**src/rtl/svc_wdog_pkg.sv**
```systemverilog
package svc_wdog_pkg;

   // Per-cycle action selected for the timeout counter
   typedef enum logic [1:0] {
      CNT_HOLD  = 2'd0,
      CNT_CLEAR = 2'd1,
      CNT_STEP  = 2'd2,
      CNT_WRAP  = 2'd3
   } cnt_op_e;

   // Conditions that steer the counter in one cycle
   typedef struct packed {
      logic enabled;
      logic osc_on;
      logic pulsing;
      logic service;
   } cnt_ctl_t;

   function automatic cnt_op_e pick_op(cnt_ctl_t ctl, logic at_limit);
      cnt_op_e op;
      if (!ctl.enabled)     op = CNT_CLEAR;
      else if (ctl.pulsing) op = CNT_CLEAR;
      else if (!ctl.osc_on) op = CNT_HOLD;
      else if (ctl.service) op = CNT_CLEAR;
      else if (at_limit)    op = CNT_WRAP;
      else                  op = CNT_STEP;
      return op;
   endfunction

endpackage

```
**src/rtl/svc_wdog_wr_decode.sv**
```systemverilog
module svc_wdog_wr_decode #(
   parameter int ADDR_W = 13,
   parameter int DATA_W = 8,
   parameter logic [ADDR_W-1:0] SVC_ADDR = 13'h1FF0,
   parameter int SVC_BIT = 0
) (
   input  logic              wr,
   input  logic [ADDR_W-1:0] addr,
   input  logic [DATA_W-1:0] wdata,
   output logic              service
);
   localparam logic [DATA_W-1:0] BIT_MASK = DATA_W'(1) << SVC_BIT;

   logic addr_hit;
   logic bit_low;

   if (SVC_BIT < 0 || SVC_BIT >= DATA_W) begin : g_bad_bit
      $error("svc_wdog_wr_decode: SVC_BIT out of data range");
   end

   assign addr_hit = (addr == SVC_ADDR);
   assign bit_low  = ((wdata & BIT_MASK) == '0);
   assign service  = wr & addr_hit & bit_low;
endmodule

```
**src/rtl/svc_wdog_timebase.sv**
```systemverilog
module svc_wdog_timebase
   import svc_wdog_pkg::*;
#(
   parameter int TIMEOUT = 32768
) (
   input  logic     clk,
   input  logic     rst_n,
   input  cnt_ctl_t ctl,
   output logic     expire
);
   localparam int CNT_W = (TIMEOUT > 2) ? $clog2(TIMEOUT) : 1;
   localparam logic [CNT_W-1:0] LIMIT = CNT_W'(TIMEOUT - 1);

   logic [CNT_W-1:0] cnt_q;
   cnt_op_e          op;

   if (TIMEOUT < 2) begin : g_bad_timeout
      $error("svc_wdog_timebase: TIMEOUT must be at least 2");
   end

   assign op     = pick_op(ctl, cnt_q == LIMIT);
   assign expire = (op == CNT_WRAP);

   always_ff @(posedge clk or negedge rst_n) begin
      if (!rst_n) begin
         cnt_q <= '0;
      end else begin
         unique case (op)
            CNT_HOLD:  cnt_q <= cnt_q;
            CNT_CLEAR: cnt_q <= '0;
            CNT_STEP:  cnt_q <= cnt_q + CNT_W'(1);
            CNT_WRAP:  cnt_q <= '0;
            default:   cnt_q <= '0;
         endcase
      end
   end
endmodule

```
**src/rtl/svc_wdog_pulse.sv**
```systemverilog
module svc_wdog_pulse #(
   parameter int PULSE_LEN = 4
) (
   input  logic clk,
   input  logic rst_n,
   input  logic start,
   output logic active
);
   if (PULSE_LEN < 1) begin : g_bad_len
      $error("svc_wdog_pulse: PULSE_LEN must be at least 1");
   end else if (PULSE_LEN == 1) begin : g_single
      logic hit_q;
      always_ff @(posedge clk or negedge rst_n) begin
         if (!rst_n) hit_q <= 1'b0;
         else        hit_q <= start;
      end
      assign active = hit_q;
   end else begin : g_counted
      localparam int PW = $clog2(PULSE_LEN + 1);
      logic [PW-1:0] left_q;
      always_ff @(posedge clk or negedge rst_n) begin
         if (!rst_n)              left_q <= '0;
         else if (start)          left_q <= PW'(PULSE_LEN);
         else if (left_q != '0)   left_q <= left_q - PW'(1);
      end
      assign active = (left_q != '0);
   end
endmodule

```
**src/rtl/svc_wdog_mode_latch.sv**
```systemverilog
module svc_wdog_mode_latch (
   input  logic clk,
   input  logic rst_n,
   input  logic pin,
   output logic mode
);
   logic released_q;
   logic mode_q;

   always_ff @(posedge clk or negedge rst_n) begin
      if (!rst_n) begin
         released_q <= 1'b0;
         mode_q     <= 1'b0;
      end else begin
         released_q <= 1'b1;
         if (!released_q) mode_q <= pin;
      end
   end

   assign mode = mode_q;
endmodule

```
**src/rtl/svc_wdog.sv**
```systemverilog
module svc_wdog
   import svc_wdog_pkg::*;
#(
   parameter int ADDR_W = 13,
   parameter int DATA_W = 8,
   parameter logic [ADDR_W-1:0] SVC_ADDR = 13'h1FF0,
   parameter int SVC_BIT = 0,
   parameter int TIMEOUT = 32768,
   parameter int PULSE_LEN = 4
) (
   input  logic              clk,
   input  logic              ext_rst_n,
   input  logic              cop_en,
   input  logic              osc_run,
   input  logic              bus_wr,
   input  logic [ADDR_W-1:0] bus_addr,
   input  logic [DATA_W-1:0] bus_wdata,
   input  logic              mode_pin,
   output logic              wdog_rst,
   output logic              mode_sel
);
   logic     service;
   logic     expire;
   logic     pulsing;
   cnt_ctl_t ctl;

   svc_wdog_wr_decode #(
      .ADDR_W(ADDR_W), .DATA_W(DATA_W), .SVC_ADDR(SVC_ADDR), .SVC_BIT(SVC_BIT)
   ) u_dec (
      .wr(bus_wr), .addr(bus_addr), .wdata(bus_wdata), .service(service)
   );

   assign ctl = '{enabled: cop_en, osc_on: osc_run, pulsing: pulsing, service: service};

   svc_wdog_timebase #(.TIMEOUT(TIMEOUT)) u_tb (
      .clk(clk), .rst_n(ext_rst_n), .ctl(ctl), .expire(expire)
   );

   svc_wdog_pulse #(.PULSE_LEN(PULSE_LEN)) u_pulse (
      .clk(clk), .rst_n(ext_rst_n), .start(expire), .active(pulsing)
   );

   svc_wdog_mode_latch u_mode (
      .clk(clk), .rst_n(ext_rst_n), .pin(mode_pin), .mode(mode_sel)
   );

   assign wdog_rst = pulsing;
endmodule

```
**config.mk**
```make
export PLATFORM = sky130hd
export DESIGN_NAME = svc_wdog
export DESIGN_NICKNAME = d
export VERILOG_FILES = /design/src/rtl/svc_wdog_pkg.sv /design/src/rtl/svc_wdog_wr_decode.sv /design/src/rtl/svc_wdog_timebase.sv /design/src/rtl/svc_wdog_pulse.sv /design/src/rtl/svc_wdog_mode_latch.sv /design/src/rtl/svc_wdog.sv
export SDC_FILE = /design/constraint.sdc
export NUM_CORES = 1
export LEC_CHECK = 0
export BUFFER_PORTS_ARGS = -buffer_cell sky130_fd_sc_hd__buf_2
export CORE_UTILIZATION = 42
export CTS_CLUSTER_DIAMETER = 30
export DETAILED_ROUTE_END_ITERATION = 7
export PLACE_DENSITY_LB_ADDON = 0.12
export SYNTH_ARGS = -nofsm -noshare
export SYNTH_HDL_FRONTEND = slang
export SYNTH_SLANG_ARGS = --single-unit
```
**constraint.sdc**
```tcl
create_clock -name clk -period 1.6 [get_ports clk]
set_input_delay 0.16 -clock clk [delete_from_list [all_inputs] [get_ports clk]]
set_output_delay 0.16 -clock clk [all_outputs]
set_load 0.01 [all_outputs]
```
* Yosys cells after proc, flatten, opt, wreduce, memory -nomap -nowiden
Cells that the tools add are included.
Widths: inputs -> output; s select.
** Operators by class
- Add/sub/neg operators :: 2
- Multiply operators :: 0
- Div/mod/pow operators :: 0
- Order comparisons :: 0
- Equal/unequal tests :: 5
- Shift-type cells :: 0
- Muxes and demuxes :: 8
- Bitwise logic cells :: 2
- Reduce and logical (&&, ||, !) cells :: 5
** Operators with widths (count)
- $pmux 15 s2 :: 1
- $add 15x1->15 const B :: 1
- $eq 15x15->1 const B :: 1
- $eq 13x13->1 const B :: 1
- $logic_not 8->1 :: 1
- $mux 2 :: 4
- $mux 3 :: 2
- $eq 2x2->1 const B :: 2
- $reduce_bool 3->1 :: 1
- $sub 3x1->3 const B :: 1
- $and 1x1->1 :: 2
- $eq 2x1->1 const B :: 1
- $logic_not 2->1 :: 1
- $reduce_bool 2->1 :: 1
- $reduce_or 2->1 :: 1
- $mux 1 :: 1
** Word-level totals
- Bits in registers :: 20
- Latch bits :: 0
- Bits in writable memories :: 0
- ROM bits :: 0
- Bits of input ports :: 27
- Output and inout port bits :: 2
- Logic and storage cells :: 26
- Memories :: 0

* Logic depth before layout (Yosys ltp)
Gate-level depths: netlist of run 1.
- Depth in word-level cells :: 10
- Depth in mapped cells :: 7
- Gate-level depth less buffers :: 7

* Cells and area by module
A second synthesis of run 1 with hierarchy kept.
** Second synthesis, totals
- Cell total of the unflattened synthesis :: 117
- Area total of the unflattened synthesis :: 1147.4 µm²
** By module, submodules not included
- svc_wdog_timebase :: instances 1, cells an instance 92, area each 853.3 µm², sequential area each 375.4 µm²
- svc_wdog_pulse :: instances 1, cells an instance 16, area each 177.7 µm², sequential area each 75.1 µm²
- svc_wdog_mode_latch :: instances 1, cells an instance 4, area each 68.8 µm², sequential area each 50.0 µm²
- svc_wdog_wr_decode :: instances 1, cells an instance 5, area each 47.5 µm², sequential area each 0.0 µm²

* Least setup slack after synthesis of run 1
No wires, ideal clock.
- Kind :: register to register
- Start point :: reg u_pulse.g_counted.left_q[0]
- End point :: reg u_tb.cnt_q[13]
- Setup time :: 119 ps
- Arrival time :: 1526 ps
- Data required time :: 1481 ps
- Slack :: -44 ps
- Stages on the path, launching flop included :: 8
- Buffers on the path :: 0
- Period minus slack after synthesis :: 1644 ps
- Path through :: dfrtp_1 > inv_1 > ha_1 > nand4b_1 > nor3_1 > and4bb_2 > xnor2_1 > nor2_1
** Between the ends
- Cells in the longest elaborated chain, start to end :: 6
- Elaborated cells on any way between the ends :: 9
- Classes of those cells :: eq/ne (3); mux (3); reduce/logical (3)
** Ends and longest elaborated chain
- start, declared :: line svc_wdog_pulse.sv:20 : logic [PW-1:0] left_q;
- start signal, assigned :: line svc_wdog_pulse.sv:23 : else if (start) left_q <= PW'(PULSE_LEN);
- start signal, assigned :: line svc_wdog_pulse.sv:24 : else if (left_q != '0) left_q <= left_q - PW'(1);
- $reduce_bool 3->1 (*) :: line svc_wdog_pulse.sv:26 : assign active = (left_q != '0);
- $mux 2 (*) :: line svc_wdog_pkg.sv:22 : else if (ctl.pulsing) op = CNT_CLEAR;
- $mux 2 (*) :: line svc_wdog_pkg.sv:21 : if (!ctl.enabled) op = CNT_CLEAR;
- $eq 2x2->1 / $eq 2x1->1 (equally long branches) :: line svc_wdog_timebase.sv:28 : unique case (op)
- $reduce_or 2->1 (no source line)
- $pmux 15 s2 :: line svc_wdog_timebase.sv:28
- end signal, assigned :: line svc_wdog_timebase.sv:29 : CNT_HOLD: cnt_q <= cnt_q;
- end signal, assigned :: line svc_wdog_timebase.sv:31 : CNT_STEP: cnt_q <= cnt_q + CNT_W'(1);
- end, declared :: line svc_wdog_timebase.sv:14 : logic [CNT_W-1:0] cnt_q;
Every way passes the cells marked *; elsewhere a longest branch is shown, timed or not.
A chain may end at the register's enable or synchronous reset.

* Worst setup path after layout of run 1
- Start point :: reg u_pulse.g_counted.left_q[1]
- End point :: reg u_tb.cnt_q[7]
Same word-level chain as after synthesis.

==> results, run 1 <==
- The run finished with clean final reports.
- The post-route total power is 897.2 uW.
- The total negative slack for setup checks is 0 ps.
- The power density over the cells is 596.1 mW/mm^2.
- The count of endpoints failing hold in the final timing report is 0.
- The via density per instance is 4.962.
- The initialized floorplan defines 18 standard-cell rows.
- The net count after synthesis is 140.
- In this run, CTS created clock tree buffers numbering 3.
- Setup repair after global routing could not meet its margin everywhere.
- Dividing the detail-routed wire length by the instance count gives 11.72 um.
- Of the cells placed in the final design, the portion with a size suffix greater than 1 is 44.87%.
- Along the worst hold path, the cell count comes to 2.
- The initial antenna violation count is 0.
- Summed over all nets, the half-perimeter wirelength after detailed placement is 1.663 mm.
- The sequential share of the synthesized area is 44.74%.
- The H-tree depth is 1.
- The endpoint identified for the worst register-to-register timing path is u_tb.cnt_q[7].
- After detailed placement, the total cell area comes to 0.001364 sq mm.
- The synthesis-to-layout area growth is 34.56%.
- In the global route stage, overall resource usage came out at 17.70%.
- The die is 53.61 um wide.
- The path with the worst hold slack has its endpoint at u_mode.mode.
- In this run the worst path has a maximum fanout of 3.
- The library cells used most frequently in the layout, excluding fill and tap cells, are sky130_fd_sc_hd__nor2_1 (21), sky130_fd_sc_hd__buf_2 (21), sky130_fd_sc_hd__buf_4 (20), sky130_fd_sc_hd__dfrtp_1 (20), sky130_fd_sc_hd__nand3_1 (8).
- The pre-antenna-repair detailed-routing pass consisted of 4 iterations.
- The combinational group share of total power is 10.0%.
- Pin placement for this block handled 29 I/O pins.
- Cell internal power was estimated by the tool at 697.2 uW.
- Yosys printed 0 warnings.
- Timing would allow up to 649.0 MHz.
- The uppermost metal layer occupied by signal nets is met4.
- Setup slack on the critical path of the routed design comes to 59.26 ps.
- Across the run, the number of max-cap violations was 0.
- The tree built by TritonCTS fans out to 20 sinks.
- The maximum number of pins on one net before global-route repair is 21.
- The remaining design rule violation count is 0.
- The height of the die is 53.61 um.
- The number of buffers on the longest clock path is 2.
- With fillers left out, the area of the finished cells amounts to 0.001505 sq mm.
- The antenna diode count is 0.
- The via count of the first global-routing pass came to 859.
- In this run, synthesis produced a sequential element count of 20.
- The die covers 0.002874 sq mm.
- Wires add up to 2.180 mm.
- For this design the total switching power over the nets is 200.0 uW.
- The total met3 wirelength after detailed routing is 59 um.
- The starting density of the core is 44.74%.
- The number of setup violations in the final report is 0.
- The kind of start point of the critical path is a flip-flop.
- The wire length on met2 is 1.013 mm.
- The net count of the finished layout is 187.
- The startpoint of the most critical register-to-register path is u_pulse.g_counted.left_q[1].
- After detailed routing, the wire length on met1 is 1.094 mm.
- The worst path needs 1541 ps of the cycle, external delays included.
- At the placement stage, the worst setup path has a slack of -74.40 ps.
- TritonCTS built the clock tree.
- The cell count after synthesis came out at 110.
- The first global-routing pass estimated 3.622 mm of wire.
- The number of cells on the worst reg-to-reg path is 7.
- The clock root buffer is sky130_fd_sc_hd__clkbuf_4.
- The final worst-path cycle share is 96.30%.
- The number of nets with antenna violations after detailed routing is 0.
- The layout has 233 filler cells.
- The vias after detailed routing is 923.
- The critical path class is flip-flop to flip-flop.
- The worst setup slack for register-to-register paths is 60 ps.
- The kind of end point of the critical path is a flip-flop.
- For this block, the initial DRC count from the detailed router was 8.
- The worst min-delay path startpoint is mode_pin.
- Hold timing on the final database bottoms out at a slack of 91.78 ps.
- The number of buffers added on ports is 21.
- The global route total overflow is 0.
- The clock arrives with 1.930 ps of skew.
- The power share of the sequential group is 57.5%.
- The core box area is 0.002500 sq mm.
- The worst IR drop on VDD is 0.3876 mV.
- For the worst-skew pair, the clock arrives at the later sink with an insertion delay of 290 ps.
- The path class of the tightest hold or removal check is primary input to flip-flop.
- STA puts the critical path data required time at 1800 ps.
- The clock network accounts for 32.6% of the total power.
- The average instance in the mapped netlist occupies 10.17 sq um.
- The standby leakage power is 0.7150 nW.
- The combined area of all synthesized cells is 0.001119 sq mm.
- The netlist uses 31 different library cells.
- The final count of pins violating max slew is 0.
- After clock tree synthesis, the clock-pin slew on the worst setup and hold paths is 110 ps.
- The final weighted congestion in routability-driven placement is 0.7931.
- The net switching share of the total power is 22.29%.
- The critical path data arrival time is 1740 ps.
-- synth_stat cells --
cell,count,area [sq um]
sky130_fd_sc_hd__nor2_1,24,90.09
sky130_fd_sc_hd__dfrtp_1,20,500.5
sky130_fd_sc_hd__nand3_1,8,40.04
sky130_fd_sc_hd__xor2_1,7,61.31
sky130_fd_sc_hd__nand4_1,5,31.28
sky130_fd_sc_hd__xnor2_1,5,43.79
sky130_fd_sc_hd__inv_1,4,15.01
sky130_fd_sc_hd__ha_1,3,37.54
sky130_fd_sc_hd__nand2_1,3,11.26
sky130_fd_sc_hd__nand4b_1,3,26.28
sky130_fd_sc_hd__a21oi_1,2,10.01
sky130_fd_sc_hd__and3_1,2,12.51
sky130_fd_sc_hd__and3_4,2,22.52
sky130_fd_sc_hd__buf_6,2,22.52
sky130_fd_sc_hd__nor2b_1,2,12.51
sky130_fd_sc_hd__nor3_1,2,10.01
sky130_fd_sc_hd__xnor2_2,2,32.53
sky130_fd_sc_hd__a211o_1,1,8.760
sky130_fd_sc_hd__a21oi_2,1,8.760
sky130_fd_sc_hd__a31oi_1,1,6.260
sky130_fd_sc_hd__and4_1,1,8.760
sky130_fd_sc_hd__and4b_2,1,11.26
sky130_fd_sc_hd__and4bb_2,1,12.51
sky130_fd_sc_hd__conb_1,1,3.750
sky130_fd_sc_hd__mux2_2,1,11.26
sky130_fd_sc_hd__nor4_1,1,6.260
sky130_fd_sc_hd__nor4_4,1,21.27
sky130_fd_sc_hd__o211ai_2,1,12.51
sky130_fd_sc_hd__o21ai_0,1,5.000
sky130_fd_sc_hd__or3_4,1,11.26
sky130_fd_sc_hd__or4_4,1,11.26
-- repair_timing --
action / in CTS / in global routing
endpoints found under the hold margin: 20 / 0
hold buffers: 1 / 0
gates cloned: 0 / 0
pin swaps: 2 / 2
setup buffers: 3 / 4
gates resized for setup: 8 / 7
setup endpoints to repair: 10 / 19
-- per-layer routing --
metal	GRT usage, %	vias to the layer above
met1	24.65	431
met5	0	-
met2	27.71	17
li1	-	473
met3	2.542	2
met4	6.579	0
-- worst max path at each step --
stage | from | to | slack [ps] | cells after the start
after global placement | u_pulse.g_counted.left_q[1] | u_pulse.g_counted.left_q[0] | -50 | 7
after detailed placement | bus_addr[0] | u_pulse.g_counted.left_q[2] | -70 | 6
after CTS | u_pulse.g_counted.left_q[1] | u_pulse.g_counted.left_q[2] | 0.9 | 7
final | u_pulse.g_counted.left_q[1] | u_tb.cnt_q[7] | 60 | 7
after floorplan | u_pulse.g_counted.left_q[0] | u_tb.cnt_q[13] | 4 | 7
after global routing | u_pulse.g_counted.left_q[1] | u_tb.cnt_q[11] | -70 | 8
-- flip-flops by register name (all words and copies together), names as in the netlist --
register                  count
u_mode.mode                   1
u_mode.released_q             1
u_tb.cnt_q                   15
u_pulse.g_counted.left_q      3
-- stage by stage --
| step | instances | util, % |
|---|---|---|
| 6_report | 186 | 60.21 |
| 5_1_grt | 186 | 60.21 |
| 4_1_cts | 183 | 58.36 |
| 3_5_place_dp | 175 | 54.55 |
| 3_3_place_gp | 175 | 54.55 |
| 2_1_floorplan | 110 | - |
-- power groups by stage --
stage	sequential (mW)	clock (mW)	combinational, mW
final	0.515	0.292	0.0896
after global routing	0.517	0.328	0.0998
after CTS	0.516	0.309	0.0835
after detailed placement	0.526	0	0.0813
after global placement	0.525	0	0.0786
after floorplan	0.528	0	0.0283
-- worst max-delay path, cell delays in order, from the launching register on --
cell,delay (ps)
sky130_fd_sc_hd__dfrtp_1,420
sky130_fd_sc_hd__inv_2,80
sky130_fd_sc_hd__ha_4,130
sky130_fd_sc_hd__nand4b_1,160
sky130_fd_sc_hd__buf_4,200
sky130_fd_sc_hd__nor4_2,240
sky130_fd_sc_hd__xnor2_1,160
sky130_fd_sc_hd__nor2_1,60
-- kinds of logic after synthesis --
kind of cell    Yosys count  share of synthesized area [%]
fa+ha+maj                 3                          3.356
simple gates             58                          30.31
compound gates            7                          4.586
xor+xnor                 14                          12.30
mux                       1                          1.007
buf+inv                   6                          3.355
flops                    20                          44.74
other cells               1                         0.3352
-- final cells by class --
cell class	count	area (sq um)	area share, %
clock buffers	4	36.28	2.411
multi-input cells	84	628.1	41.73
flip-flops and latches	20	500.5	33.25
inverters	4	15.01	0.9975
well taps	30	37.54	2.494
repair buffers	44	287.8	19.12
Power figures use the tool's default switching activity.
==> run 2: changes to the inputs <==
--- a/config.mk
+++ b/config.mk
@@ -8,2 +8,3 @@
 export BUFFER_PORTS_ARGS = -buffer_cell sky130_fd_sc_hd__buf_2
+export CORE_MARGIN = 3
 export CORE_UTILIZATION = 42
--- a/constraint.sdc
+++ b/constraint.sdc
@@ -3,2 +3,2 @@
 set_output_delay 0.16 -clock clk [all_outputs]
-set_load 0.01 [all_outputs]
+set_load 0.005 [all_outputs]
==> run 2 against run 1 <==
Total power grew 1.7%; sequential share of layout area shrank 0.91 points; sequential power is essentially flat; sequential cell count is the same; utilization grew 1.7 points; via count grew 3.5%; first-iteration DRC count grew to 3.6 times the previous value; routed wire length grew 9.7%; critical path depth grew 1; critical path type unchanged; largest power group unchanged; highest routed layer unchanged.
==> results, run 2 (synthesis gave the netlist of run 1 again) <==
- The flow ran to the end, and the final reports show no timing, DRC or antenna violations.
- The worst setup slack for register-to-register paths is 8 ps (-50 ps).
- The iteration-0 DRC count of the detailed router is 29 (+21).
- The post-route total power is 912.4 uW (+1.7%).
- The worst register-to-register path begins at u_pulse.g_counted.left_q[1].
- The number of nets with antenna violations after detailed routing is 0 (unchanged).
- The count of endpoints failing hold in the final timing report is 0 (unchanged).
- The hold path depth came to 2 (unchanged).
- The final weighted congestion in routability-driven placement is 0.7295 (-8.0%).
- The worst min-delay path startpoint is mode_pin.
- The post-route standard cell area excluding fillers is 0.001548 sq mm (+2.8%).
- The kind of start point of the critical path is a flip-flop.
- The critical path is of the flip-flop to flip-flop type.
- The end of the worst hold path is u_mode.mode.
- The number of maximum-capacitance violations was 0 (unchanged).
- The ratio of cells with drive above 1 in the final layout is 46.20% (+1.3 points).
- The clock latency reported for the late side of the worst-skew pair came to 310 ps (+20 ps).
- The wire length on met2 is 1.184 mm (+17%).
- The net count of the finished layout is 189 (+1.1%).
- Setup repair after global routing could not meet its margin everywhere.
- The CTS tree is done.
- The antenna diode count is 0 (unchanged).
- The starting density of the core came to 44.74% (unchanged).
- The number of flip-flops under the largest register name is 15 (unchanged).
- The worst IR drop on VDD is 0.4129 mV (+6.5%).
- The peak fanout along the critical path came to 4 (+1).
- The total met3 wirelength after detailed routing is 94 um (+59%).
- In this run the worst hold path is classified as primary input to flip-flop.
- The remaining design rule violation count came to 0 (unchanged).
- The uppermost metal layer occupied by signal nets is met4.
- The critical path data arrival time is 1810 ps (+70 ps).
- The maximum number of pins on one net before global-route repair is 21 (unchanged).
- The worst flop-to-flop path endpoint is u_tb.cnt_q[13].
- The via density per instance came to 5.080 (+2.4%).
- The end-of-flow core utilization came to 61.91% (+1.7 points).
- The tightest hold margin is 78.75 ps (-13.03 ps).
- The count of placed standard cells in the final layout, fillers left out is 188 (+1.1%).
- The post-route worst setup slack is 8.395 ps (-50.86 ps).
- The initial antenna violation count is 0 (unchanged).
- The standby leakage power was 0.7421 nW (+3.8%).
- The worst clock skew is 8.466 ps (+6.536 ps).
- The number of cells on the worst reg-to-reg path was 8 (+1).
- The area of the die is 0.003318 sq mm (+15%).
- The H-tree depth came to 1 (unchanged).
- The power density over the cells is 589.5 mW/mm^2 (-1.1%).
- The sum of net half-perimeters after detailed placement is 1.737 mm (+4.5%).
- The global route total overflow is 0 (unchanged).
- The wire length of the first global-routing pass is 4.195 mm (+16%).
- The number of iterations in the first detailed-routing pass is 4 (unchanged).
- The total global-route track usage is 16.42% (-1.3 points).
- The number of placed instances, taps included is 175 (unchanged).
- The upper clock frequency limit is 628.3 MHz (-3.2%).
- The largest registers in the layout are u_tb.cnt_q x15, u_pulse.g_counted.left_q x3.
- The final critical delay including setup and external delays is 1592 ps (+50.86 ps).
- The final routed wire length divided by cell count came to 12.72 um (+8.6%).
- The via count of the first global-routing pass came to 974 (+13%).
- The vias after detailed routing is 955 (+3.5%).
- The top cell types in the final layout, fill and taps aside, are sky130_fd_sc_hd__nor2_1 (22), sky130_fd_sc_hd__buf_2 (21), sky130_fd_sc_hd__dfrtp_1 (20), sky130_fd_sc_hd__buf_4 (19).
- The worst endpoint required time came to 1820 ps (+20 ps).
- The number of buffers on the longest clock path is 2 (unchanged).
- The clock root buffer is sky130_fd_sc_hd__clkbuf_4.
- The post-placement setup slack is -94.99 ps (-20.59 ps).
- The number of clock buffers inserted by TritonCTS is 3 (unchanged).
- The final worst-path cycle share is 99.48% (+3.2 points).
- The number of sinks on the clock net is 20 (unchanged).
- Ranked by flip-flop count, first place goes to u_tb.cnt_q.
- The total negative slack for setup checks was 0 ps (unchanged).
- The worst setup path is captured at a flip-flop.
- The post-place instance area is 0.001364 sq mm (unchanged).
- The number of setup violations in the final report came to 0 (unchanged).
- The number of buffers added on ports is 21 (unchanged).
- The boundary pin count was 29 (unchanged).
- The total length of routed wires came to 2.392 mm (+9.7%).
- The core box area is 0.002500 sq mm (unchanged).
- The met1 wire length is 1.073 mm (-1.9%).
- The x dimension of the die was 57.61 um (+7.5%).
- The synthesis-to-layout area growth is 38.37%.
- The number of core rows is 18 (unchanged).
- The final count of pins violating max slew is 0 (unchanged).
- The clock transition at the register clock pins on the worst setup and hold paths after CTS is 120 ps (about the same).
- The height of the die is 57.61 um (+7.5%).
- The leading cell type in the layout, fill and taps excluded is sky130_fd_sc_hd__nor2_1.
[run 2: where the power goes]
part | internal, mW | switching [mW]
Clock | 0.139 | 0.167
Combinational | 0.0472 | 0.0434
Sequential | 0.512 | 0.00320
Total | 0.698 | 0.214
[run 2: worst max-delay path by stage]
stage | startpoint | endpoint | slack [ps] | cells past startpoint
floorplan | u_pulse.g_counted.left_q[0] | u_tb.cnt_q[13] | 4 | 7
global placement | u_pulse.g_counted.left_q[1] | u_pulse.g_counted.left_q[0] | -50 | 7
detailed placement | u_pulse.g_counted.left_q[1] | u_pulse.g_counted.left_q[2] | -90 | 7
CTS | u_pulse.g_counted.left_q[1] | wdog_rst | -9 | 7
global route | u_pulse.g_counted.left_q[1] | u_tb.cnt_q[13] | -90 | 8
finish | u_pulse.g_counted.left_q[1] | u_tb.cnt_q[13] | 8 | 8
[run 2: timing repair]
action                                 4_1_cts  5_1_grt
hold buffers                                 1        0
pin swaps                                    4        2
setup buffers                                2        6
cloned                                       0        0
resized for setup                            9       10
endpoints found under the hold margin       20        0
setup endpoints to repair                   10       18
[run 2: area by class of cell]
type / instances / area (sq um)
Clock buffer: 4 / 36.28
Fill cell: 220 / 952.2
Inverter: 4 / 15.01
Multi-Input combinational cell: 84 / 644.4
Sequential cell: 20 / 500.5
Tap cell: 30 / 37.54
Timing Repair Buffer: 46 / 314.1
[run 2: routing by layer]
| metal | vias to the layer above | track usage [%] |
|---|---|---|
| li1 | 478 | - |
| met1 | 452 | 20.71 |
| met2 | 20 | 27.58 |
| met3 | 5 | 2.715 |
| met4 | 0 | 6.954 |
| met5 | - | 0 |
[run 2: worst max-delay path, stage by stage (launching register included)]
cell and delay [ps]:
sky130_fd_sc_hd__dfrtp_1 410, sky130_fd_sc_hd__inv_2 90, sky130_fd_sc_hd__ha_4 140, sky130_fd_sc_hd__nand4b_1 140, sky130_fd_sc_hd__buf_6 170, sky130_fd_sc_hd__nor3_4 120, sky130_fd_sc_hd__and4bb_2 270, sky130_fd_sc_hd__xnor2_2 110
sky130_fd_sc_hd__nor2_1 50
